### src/rtl/mpc_pkg.sv
package mpc_pkg;
   typedef enum logic [1:0] {
      ACC_FETCH = 2'd0,
      ACC_DMA   = 2'd1,
      ACC_LDST  = 2'd2
   } acc_e;
   localparam int ACC_KINDS = 3;
endpackage

### src/rtl/mpc_seq.sv
module mpc_seq
   import mpc_pkg::*;
(
   input  logic clk,
   input  logic rst_n,
   input  logic rdy,
   input  logic dma_want,
   input  logic ldst_want,
   input  logic ex_store,
   input  logic ex_byte,
   output acc_e cur,
   output logic step_done,
   output logic dma_done,
   output logic nx_read,
   output logic nx_word,
   output logic nx_dbus
);
   acc_e succ;
   logic last;

   always_comb begin
      succ = ACC_FETCH;
      last = 1'b1;
      unique case (cur)
         ACC_FETCH: begin
            if (dma_want) begin
               succ = ACC_DMA;
               last = 1'b0;
            end else if (ldst_want) begin
               succ = ACC_LDST;
               last = 1'b0;
            end
         end
         ACC_DMA: begin
            if (ldst_want) begin
               succ = ACC_LDST;
               last = 1'b0;
            end
         end
         default: begin
            succ = ACC_FETCH;
            last = 1'b1;
         end
      endcase
   end

   always_ff @(posedge clk) begin
      if (!rst_n)
         cur <= ACC_FETCH;
      else if (rdy)
         cur <= succ;
   end

   assign step_done = rdy & last;
   assign dma_done  = rdy & (cur == ACC_DMA);
   assign nx_dbus   = (succ == ACC_LDST);
   assign nx_read   = ~(nx_dbus & ex_store);
   assign nx_word   = ~(nx_dbus & ex_byte);
endmodule

### src/rtl/mpc_pend.sv
module mpc_pend #(
   parameter int HAS_DMA = 1
) (
   input  logic clk,
   input  logic rst_n,
   input  logic dma_req,
   input  logic dma_done,
   input  logic irq_req,
   input  logic int_taken,
   output logic dma_want,
   output logic int_want
);
   logic int_pend;

   generate
      if (HAS_DMA != 0) begin : g_dma
         logic dma_pend;
         always_ff @(posedge clk) begin
            if (!rst_n)
               dma_pend <= 1'b0;
            else if (dma_done)
               dma_pend <= 1'b0;
            else if (dma_req)
               dma_pend <= 1'b1;
         end
         assign dma_want = dma_pend | dma_req;
      end else begin : g_nodma
         assign dma_want = 1'b0;
      end
   endgenerate

   always_ff @(posedge clk) begin
      if (!rst_n)
         int_pend <= 1'b0;
      else if (int_taken)
         int_pend <= 1'b0;
      else if (irq_req)
         int_pend <= 1'b1;
   end

   assign int_want = int_pend | irq_req;
endmodule

### src/rtl/mpc_annul.sv
module mpc_annul (
   input  logic clk,
   input  logic rst_n,
   input  logic pipe_en,
   input  logic ex_jump,
   input  logic int_want,
   output logic dc_annul,
   output logic ex_annul,
   output logic ins_int,
   output logic ret_hold
);
   logic take;

   assign take    = ex_jump & ~ex_annul;
   assign ins_int = pipe_en & int_want & ~take & ~ret_hold;

   always_ff @(posedge clk) begin
      if (!rst_n) begin
         dc_annul <= 1'b0;
         ex_annul <= 1'b0;
         ret_hold <= 1'b0;
      end else if (pipe_en) begin
         dc_annul <= take;
         ex_annul <= take | dc_annul;
         ret_hold <= ins_int;
      end
   end
endmodule

### src/rtl/mem_pipe_ctrl.sv
module mem_pipe_ctrl
   import mpc_pkg::*;
#(
   parameter int HAS_DMA = 1
) (
   input  logic clk,
   input  logic rst_n,
   input  logic mem_rdy,
   input  logic dma_req,
   input  logic irq_req,
   input  logic ex_ldst,
   input  logic ex_store,
   input  logic ex_byte,
   input  logic ex_jump,
   output logic pipe_en,
   output logic fetch_cyc,
   output logic dma_cyc,
   output logic ldst_cyc,
   output logic addr_en,
   output logic nx_read,
   output logic nx_word,
   output logic nx_dbus,
   output logic dc_annul,
   output logic ex_annul,
   output logic ins_int,
   output logic ret_hold
);
   generate
      if (HAS_DMA != 0 && HAS_DMA != 1) begin : g_bad_cfg
         $error("HAS_DMA must be 0 or 1");
      end
   endgenerate

   acc_e cur;
   logic dma_want, int_want, dma_done, step_done, ldst_want;

   assign ldst_want = ex_ldst & ~ex_annul;

   mpc_seq u_seq (
      .clk(clk), .rst_n(rst_n), .rdy(mem_rdy),
      .dma_want(dma_want), .ldst_want(ldst_want),
      .ex_store(ex_store), .ex_byte(ex_byte),
      .cur(cur), .step_done(step_done), .dma_done(dma_done),
      .nx_read(nx_read), .nx_word(nx_word), .nx_dbus(nx_dbus)
   );

   mpc_pend #(.HAS_DMA(HAS_DMA)) u_pend (
      .clk(clk), .rst_n(rst_n), .dma_req(dma_req), .dma_done(dma_done),
      .irq_req(irq_req), .int_taken(ins_int),
      .dma_want(dma_want), .int_want(int_want)
   );

   mpc_annul u_annul (
      .clk(clk), .rst_n(rst_n), .pipe_en(step_done), .ex_jump(ex_jump),
      .int_want(int_want), .dc_annul(dc_annul), .ex_annul(ex_annul),
      .ins_int(ins_int), .ret_hold(ret_hold)
   );

   assign pipe_en   = step_done;
   assign addr_en   = mem_rdy;
   assign fetch_cyc = (cur == ACC_FETCH);
   assign dma_cyc   = (cur == ACC_DMA);
   assign ldst_cyc  = (cur == ACC_LDST);
endmodule

### config.mk
export PLATFORM = sky130hd
export DESIGN_NAME = mem_pipe_ctrl
export DESIGN_NICKNAME = d
export VERILOG_FILES = /design/src/rtl/mpc_pkg.sv /design/src/rtl/mpc_seq.sv /design/src/rtl/mpc_pend.sv /design/src/rtl/mpc_annul.sv /design/src/rtl/mem_pipe_ctrl.sv
export SDC_FILE = /design/constraint.sdc
export NUM_CORES = 1
export LEC_CHECK = 0
export ABC_CLOCK_PERIOD_IN_PS = 1500
export CELL_PAD_IN_SITES_DETAIL_PLACEMENT = 0
export CELL_PAD_IN_SITES_GLOBAL_PLACEMENT = 2
export CORE_UTILIZATION = 28
export DETAILED_ROUTE_END_ITERATION = 16
export DONT_BUFFER_PORTS = 1
export GPL_TIMING_DRIVEN = 0
export PLACE_DENSITY_LB_ADDON = 0.25
export SLEW_MARGIN = 20
export SYNTH_ARGS = -nofsm -noshare
export SYNTH_HDL_FRONTEND = slang
export SYNTH_SLANG_ARGS = --single-unit
### constraint.sdc
create_clock -name clk -period 1.5 [get_ports clk]
set_input_delay 0.075 -clock clk [delete_from_list [all_inputs] [get_ports clk]]
set_output_delay 0.075 -clock clk [all_outputs]
set_load 0.03 [all_outputs]
==> results.toml, run 1 <==
[clock_tree]
cts_tree = "yes"
clock_sinks = 7
cts_max_level = 1
cts_buffer_depth = 2
clockRootBuffer = "clkbuf_4"
clk_latency_ns = 0.25
numCtsBuffers = 3
path_clk_slew_ns = 0.05

[cells_and_area]
layout_commonest_cell = "nor2_1"
fillers = 122
drive_above_1_share_pct = 34.0
instances_no_fill = 64
antennaDiodeCount = 0
final_cell_mix = "nor2_1, dfxtp_1, o21ai_0, nand2_1"
syn2layout_area_growth_pct = 25.8
postLayoutCoreUtil_pct = 40.1
nNetsFinal = 60

[logic_synthesis]
syn_area_per_cell_um2 = 8.47
synth_area_um2 = 373
yosys.area.top_type_share_pct = 37.6
syn_nets = 53
synth-xor-area-share_pct = 0
yosysWarnings = 0
synth.ff_latch_count = 7
synth-simple-area-share_pct = 22.5
post_synth_num_cell_types = 19
synth-compound-area-share_pct = 24.8
yosysTopAreaCell = "dfxtp_1"
synth_mux_area_share_pct = 8.05
ys_seq_area_share_pct = 37.6
synthAdderAreaFrac_pct = 0
synth_top_family_by_area = "compound AO/OA/AOI/OAI gates"
postSynthCellCount = 44
synth_area_leaders = "dfxtp_1, mux2i_1, nor2_1"

[critical_path]
slowest_delay_ns = 0.43
start_kind = "register"
cp_top_family = "simple AND/OR/NAND/NOR gates"
r2r_end = "u_annul.ex_annul"
cp-end-kind = "output pin"
critPathRequiredTime_ns = 1.42
path_cells = "or3b_4, o311ai_4, inv_4, o211a_4"
worstPathArrival_ns = 1.48
reg2reg_from = "u_annul.ex_annul"
r2r_setup_slack_ns = 0.14
cp_num_buf_inv = 1
rr_worst_depth = 4
critPathSlowestCell = "or3b_4"
cp_max_fo = 4
crit_type = "register to output pin"

[worst_hold_path]
worstHoldStart = "mem_rdy"
hold_path_end = "u_seq.cur[0]"
hp-class = "input pin to register"
holdPathStages = 2

[global_routing]
grt_max_degree = 10
grt_usage_pct = 15.4
grt_pass1_wl_um = 1480
grt_pass1_vias = 358
grt_overflow = 0
antenna_found_initial = 0

[drt]
drt_pass1_iterations = 4
wl_um = 833
drt-initial-drc-count = 3
vias_per_cell = 5.20
routedWlPerCell_um = 13.0
drc = 0
vias = 333
antenna_left = 0

[timing]
holdWs_ns = 0.0120
drv_slew = 0
finalCritPeriodShare_pct = 104
fmax_mhz = 643
finalSetupViolCount = 3
slew_headroom_pct = 58.2
worstMarginPinSlew_ns = 0.625
layout_setup_ws_ns = -0.0549
clock_skew_ns = 0.00346
rsz0062_at_grt = "yes"
min_period_ns = 1.55
final_hold_viol_count = 0

[power]
peakVddDrop_v = 0.000396
power.density_nw_per_um2 = 1090
p_leak_nw = 0.203

[floorplan]
start_util_pct = 31.8
dieArea_um2 = 1480
rows = 12
die_y_um = 38.5
die_w_um = 38.5
core_area_um2 = 1170
io_pins = 21

[placed_design]
place_hpwl_um = 632
port_buffers = 0
placed_cells = 58
gp_congestion = 0.578

[run_status]
status = "complete, but fails checks"
violations = "setup timing"

[flow_run]
maxCapViolCount = 0
==> layer usage <==
layer	share of wire [%]	up-vias	global-route usage, %
met4	0	0	10.3
met3	10	0	6.98
li1	-	160	-
met2	47	19	25.4
met1	43	154	15.1
met5	0	-	0
==> cells by family after synthesis <==
kind of cell    Yosys count
buf+inv                   5
mux                       3
simple gates             18
compound gates           11
flops                     7
==> area by class of cell <==
cell class              count  area, um2  share of cell area (%)
flip-flops and latches      7        145                    30.9
multi-input cells          32        236                    50.4
inverters                   3       13.8                    2.93
clock buffers               4       26.3                    5.60
well taps                  14       17.5                    3.73
plain buffers               2       12.5                    2.67
repair buffers              2       17.5                    3.73
==> repair_timing <==
action                                  4_1_cts  5_1_grt
cloned                                        0        0
gates resized for setup                       8        1
buffers inserted                              1        0
hold buffers                                  1        0
hold endpoints to repair                      1        0
pin swaps                                     3        1
endpoints found under the setup margin        4        3
==> stage by stage <==
step                      TNS (ns)  setup WS, ns  area [um2]  power [W]
after floorplan                  0        0.0575         380   0.000321
after global placement     -0.0100       -0.0100         398   0.000331
after detailed placement   -0.0194       -0.0194         398   0.000335
after CTS                   -0.267       -0.0895         468   0.000521
after global routing        -0.344        -0.117         469   0.000551
final                       -0.161       -0.0549         469   0.000513
==> power by group <==
part | internal (W) | switching (W) | leakage, nW
Clock | 0.000101 | 0.0000688 | 0.0150
Combinational | 0.0000412 | 0.0000801 | 0.130
Sequential | 0.000199 | 0.0000228 | 0.0588
Total | 0.000341 | 0.000172 | 0.203
==> state kept, by name, indices dropped and copies added, names as in the netlist <==
signal                 flops
u_annul.ex_annul           1
u_pend.int_pend            1
u_pend.g_dma.dma_pend      1
u_seq.cur                  2
u_annul.ret_hold           1
u_annul.dc_annul           1
==> cells in the mapped netlist <==
master and count:
a21oi_2 1, buf_4 1, mux2i_1 3, nor2b_1 2, o21ai_0 4, inv_1 2
dfxtp_1 7, inv_4 1, o21a_1 1, o211a_1 1, buf_2 1, a21oi_1 2
o311ai_4 1, or3b_4 1, nor2_1 7, nand2_1 6, nor3_1 1, o21ba_2 1
or3_1 1
==> worst max path at each step <==
stage	startpoint	endpoint	slack (ns)	cells after the start
after CTS	u_annul.ex_annul	nx_read	-0.09	3
after detailed placement	u_annul.ex_annul	ins_int	-0.02	4
after floorplan	u_annul.ex_annul	ins_int	0.06	4
final	u_annul.ex_annul	ins_int	-0.05	4
after global routing	u_annul.ex_annul	ins_int	-0.12	4
after global placement	u_annul.ex_annul	ins_int	-0.01	4
Power figures use the tool's default switching activity.
==> run 2, diff against run 1 <==
--- a/config.mk
+++ b/config.mk
@@ -5,10 +5,11 @@
 export SDC_FILE = /design/constraint.sdc
 export NUM_CORES = 1
 export LEC_CHECK = 0
-export ABC_CLOCK_PERIOD_IN_PS = 1500
+export ABC_AREA = 1
+export ABC_CLOCK_PERIOD_IN_PS = 2000
 export CELL_PAD_IN_SITES_DETAIL_PLACEMENT = 0
 export CELL_PAD_IN_SITES_GLOBAL_PLACEMENT = 2
-export CORE_UTILIZATION = 28
+export CORE_UTILIZATION = 29
 export DETAILED_ROUTE_END_ITERATION = 16
 export DONT_BUFFER_PORTS = 1
 export GPL_TIMING_DRIVEN = 0
==> constraint.sdc (replaced) <==
create_clock -name clk -period 2 [get_ports clk]
set_input_delay 0.1 -clock clk [delete_from_list [all_inputs] [get_ports clk]]
set_output_delay 0.1 -clock clk [all_outputs]
set_load 0.03 [all_outputs]
==> results.toml, run 2 <==
[critical_path]
cp-end-kind = "register"
start_kind = "register"
critPathSlowestCell = "dlygate4sd3_1"
cp_max_fo = 4
crit_type = "register to register"
rr_worst_depth = 4
critPathRequiredTime_ns = 2.19
r2r_setup_slack_ns = 0.24
slowest_delay_ns = 0.56
worstPathArrival_ns = 1.96
reg2reg_from = "u_seq.cur[1]"
r2r_end = "u_seq.cur[0]"
path_cells = "nor2_1, nand2_1, a21oi_1, dlygate4sd3_1"

[logic_synthesis]
synth_ff_type = "dfxtp_1"
yosysWarnings = 0
yosysTopAreaCell = "dfxtp_1"
yosys.area.top_type_share_pct = 36.8
postSynthCellCount = 55
synth_edf_count = 0
syn_area_per_cell_um2 = 6.92
async_flop_share_pct = 0
synth_area_um2 = 380
synth.ff_latch_count = 7
ys_top_cells_by_count = "nand2_1, nor2_1, inv_1"
ys_seq_area_share_pct = 36.8
synth_most_common_cell = "nand2_1"
synth_area_leaders = "dfxtp_1, nand2_1, nor2_1"
syn_nets = 64
post_synth_num_cell_types = 15

[floorplan]
die_y_um = 38.2
rows = 12
core_area_um2 = 1160
start_util_pct = 32.9
io_pins = 21
dieArea_um2 = 1460
die_w_um = 38.2

[cells_and_area]
fillers = 121
syn2layout_area_growth_pct = 19.4
antennaDiodeCount = 0
layout_commonest_cell = "nand2_1"
largest_reg_flops = 2
drive_above_1_share_pct = 21.0
final_cell_area_um2 = 454
top_register = "u_seq.cur"
nNetsFinal = 72
instances_no_fill = 76
final_cell_mix = "nand2_1, nor2_1, inv_1, dfxtp_1, a21oi_1"

[clock_tree]
cts_resized = 0
postCtsSetupBuffers = 0
cts_tree = "yes"
cts_buffer_depth = 2
cts_hold_buf = 3
clk_latency_ns = 0.25
path_clk_slew_ns = 0.05
cts_max_level = 1
clock_sinks = 7
clockRootBuffer = "clkbuf_4"
numCtsBuffers = 3

[timing]
final_hold_viol_count = 0
tns_ns = 0
finalCritPeriodShare_pct = 88.1
finalSetupViolCount = 0
drv_slew = 0
fmax_mhz = 567
worstMarginPinSlew_ns = 0.599
clock_skew_ns = 0.00232
min_period_ns = 1.76
slew_headroom_pct = 59.9
rsz0062_at_grt = "no"

[drt]
drt-initial-drc-count = 3
drt_pass1_iterations = 2
wl_um = 854
antenna_left = 0
vias = 332
vias_per_cell = 4.37
drc = 0
routedWlPerCell_um = 11.2

[power]
peakVddDrop_v = 0.000382
totalPowerFinal_w = 0.000387
power.density_nw_per_um2 = 853
p_leak_nw = 0.202

[global_routing]
antenna_found_initial = 0
grt_max_degree = 7
grt_overflow = 0
grt_usage_pct = 14.5
grt_pass1_vias = 316
grt_pass1_wl_um = 1330

[worst_hold_path]
holdPathStages = 2
hp-class = "input pin to register"
worstHoldStart = "ex_jump"
hold_path_end = "u_annul.dc_annul"

[placed_design]
gp_congestion = 0.678
placed_cells = 69
port_buffers = 0
place_area_um2 = 398
place_hpwl_um = 629

[flow_run]
maxCapViolCount = 0

[run_status]
status = "complete, no violations"
-- run 2: cell count changes after synthesis, moves of 2 or more --
cell / before / now
a21oi_1: 2 / 5
nor2_1: 7 / 9
nand2_1: 6 / 14
nand2_2: 0 / 3
inv_1: 2 / 8
mux2i_1: 3 / 0
o21ai_0: 4 / 1
nor2b_1: 2 / 0
-- run 2: worst max-delay path by stage --
stage | cells past startpoint | slack (ns) | startpoint | end
floorplan | 5 | 0.66 | u_annul.ex_annul | u_pend.int_pend
global placement | 5 | 0.55 | u_annul.ex_annul | u_pend.int_pend
detailed placement | 5 | 0.54 | u_annul.ex_annul | u_pend.int_pend
CTS | 4 | 0.25 | u_seq.cur[1] | u_seq.cur[0]
global route | 4 | 0.14 | u_seq.cur[1] | u_seq.cur[0]
finish | 4 | 0.24 | u_seq.cur[1] | u_seq.cur[0]
-- run 2: cell type report --
| cell class | instances | area [um2] | share of cell area, % |
|---|---|---|---|
| Multi-Input combinational cell | 39 | 203 | 44.6 |
| Sequential cell | 7 | 140 | 30.9 |
| Timing Repair Buffer | 3 | 30.0 | 6.61 |
| Inverter | 8 | 30.0 | 6.61 |
| Clock buffer | 4 | 26.3 | 5.79 |
| Tap cell | 14 | 17.5 | 3.86 |
| Buffer | 1 | 7.51 | 1.65 |
-- run 2: critical path, delay by kind of cell (launching register included) --
kind,cells,cell delay [ns]
flip-flops,1,0.33
buffers and inverters,1,0.56
AO/OA/AOI/OAI,1,0.15
AND/OR/NAND/NOR,2,0.67
-- run 2: kinds of logic after synthesis --
family / after synthesis / synth area share (%)
AO/OA/AOI/OAI: 8 / 14.1
buffers and inverters: 9 / 9.87
AND/OR/NAND/NOR: 31 / 39.1
flip-flops: 7 / 36.8
-- run 2: through the flow --
| stage | hold slack (ns) | setup WS [ns] | utilization [%] |
|---|---|---|---|
| 2_1_floorplan | 0.193 | 0.655 | - |
| 3_3_place_gp | 0.196 | 0.545 | 34.4 |
| 3_5_place_dp | 0.199 | 0.543 | 34.4 |
| 4_1_cts | 0.00266 | 0.247 | 39.3 |
| 5_1_grt | 0.0259 | 0.142 | 39.3 |
| 6_report | 0.00980 | 0.237 | 39.3 |
-- run 2: where the power goes --
part	switching [W]	leakage (nW)	internal [W]	total, W
clock	0.0000551	0.0150	0.0000763	0.000131
combinational	0.0000661	0.129	0.0000259	0.0000920
sequential	0.0000145	0.0577	0.000150	0.000164
total	0.000136	0.202	0.000252	0.000387
-- run 2: metal layers --
metal  part of all wire (%)  global-route usage [%]
met5                      0                       0
met4                    1.3                    5.36
met3                     11                    11.0
met2                     42                    20.3
met1                     46                    16.3
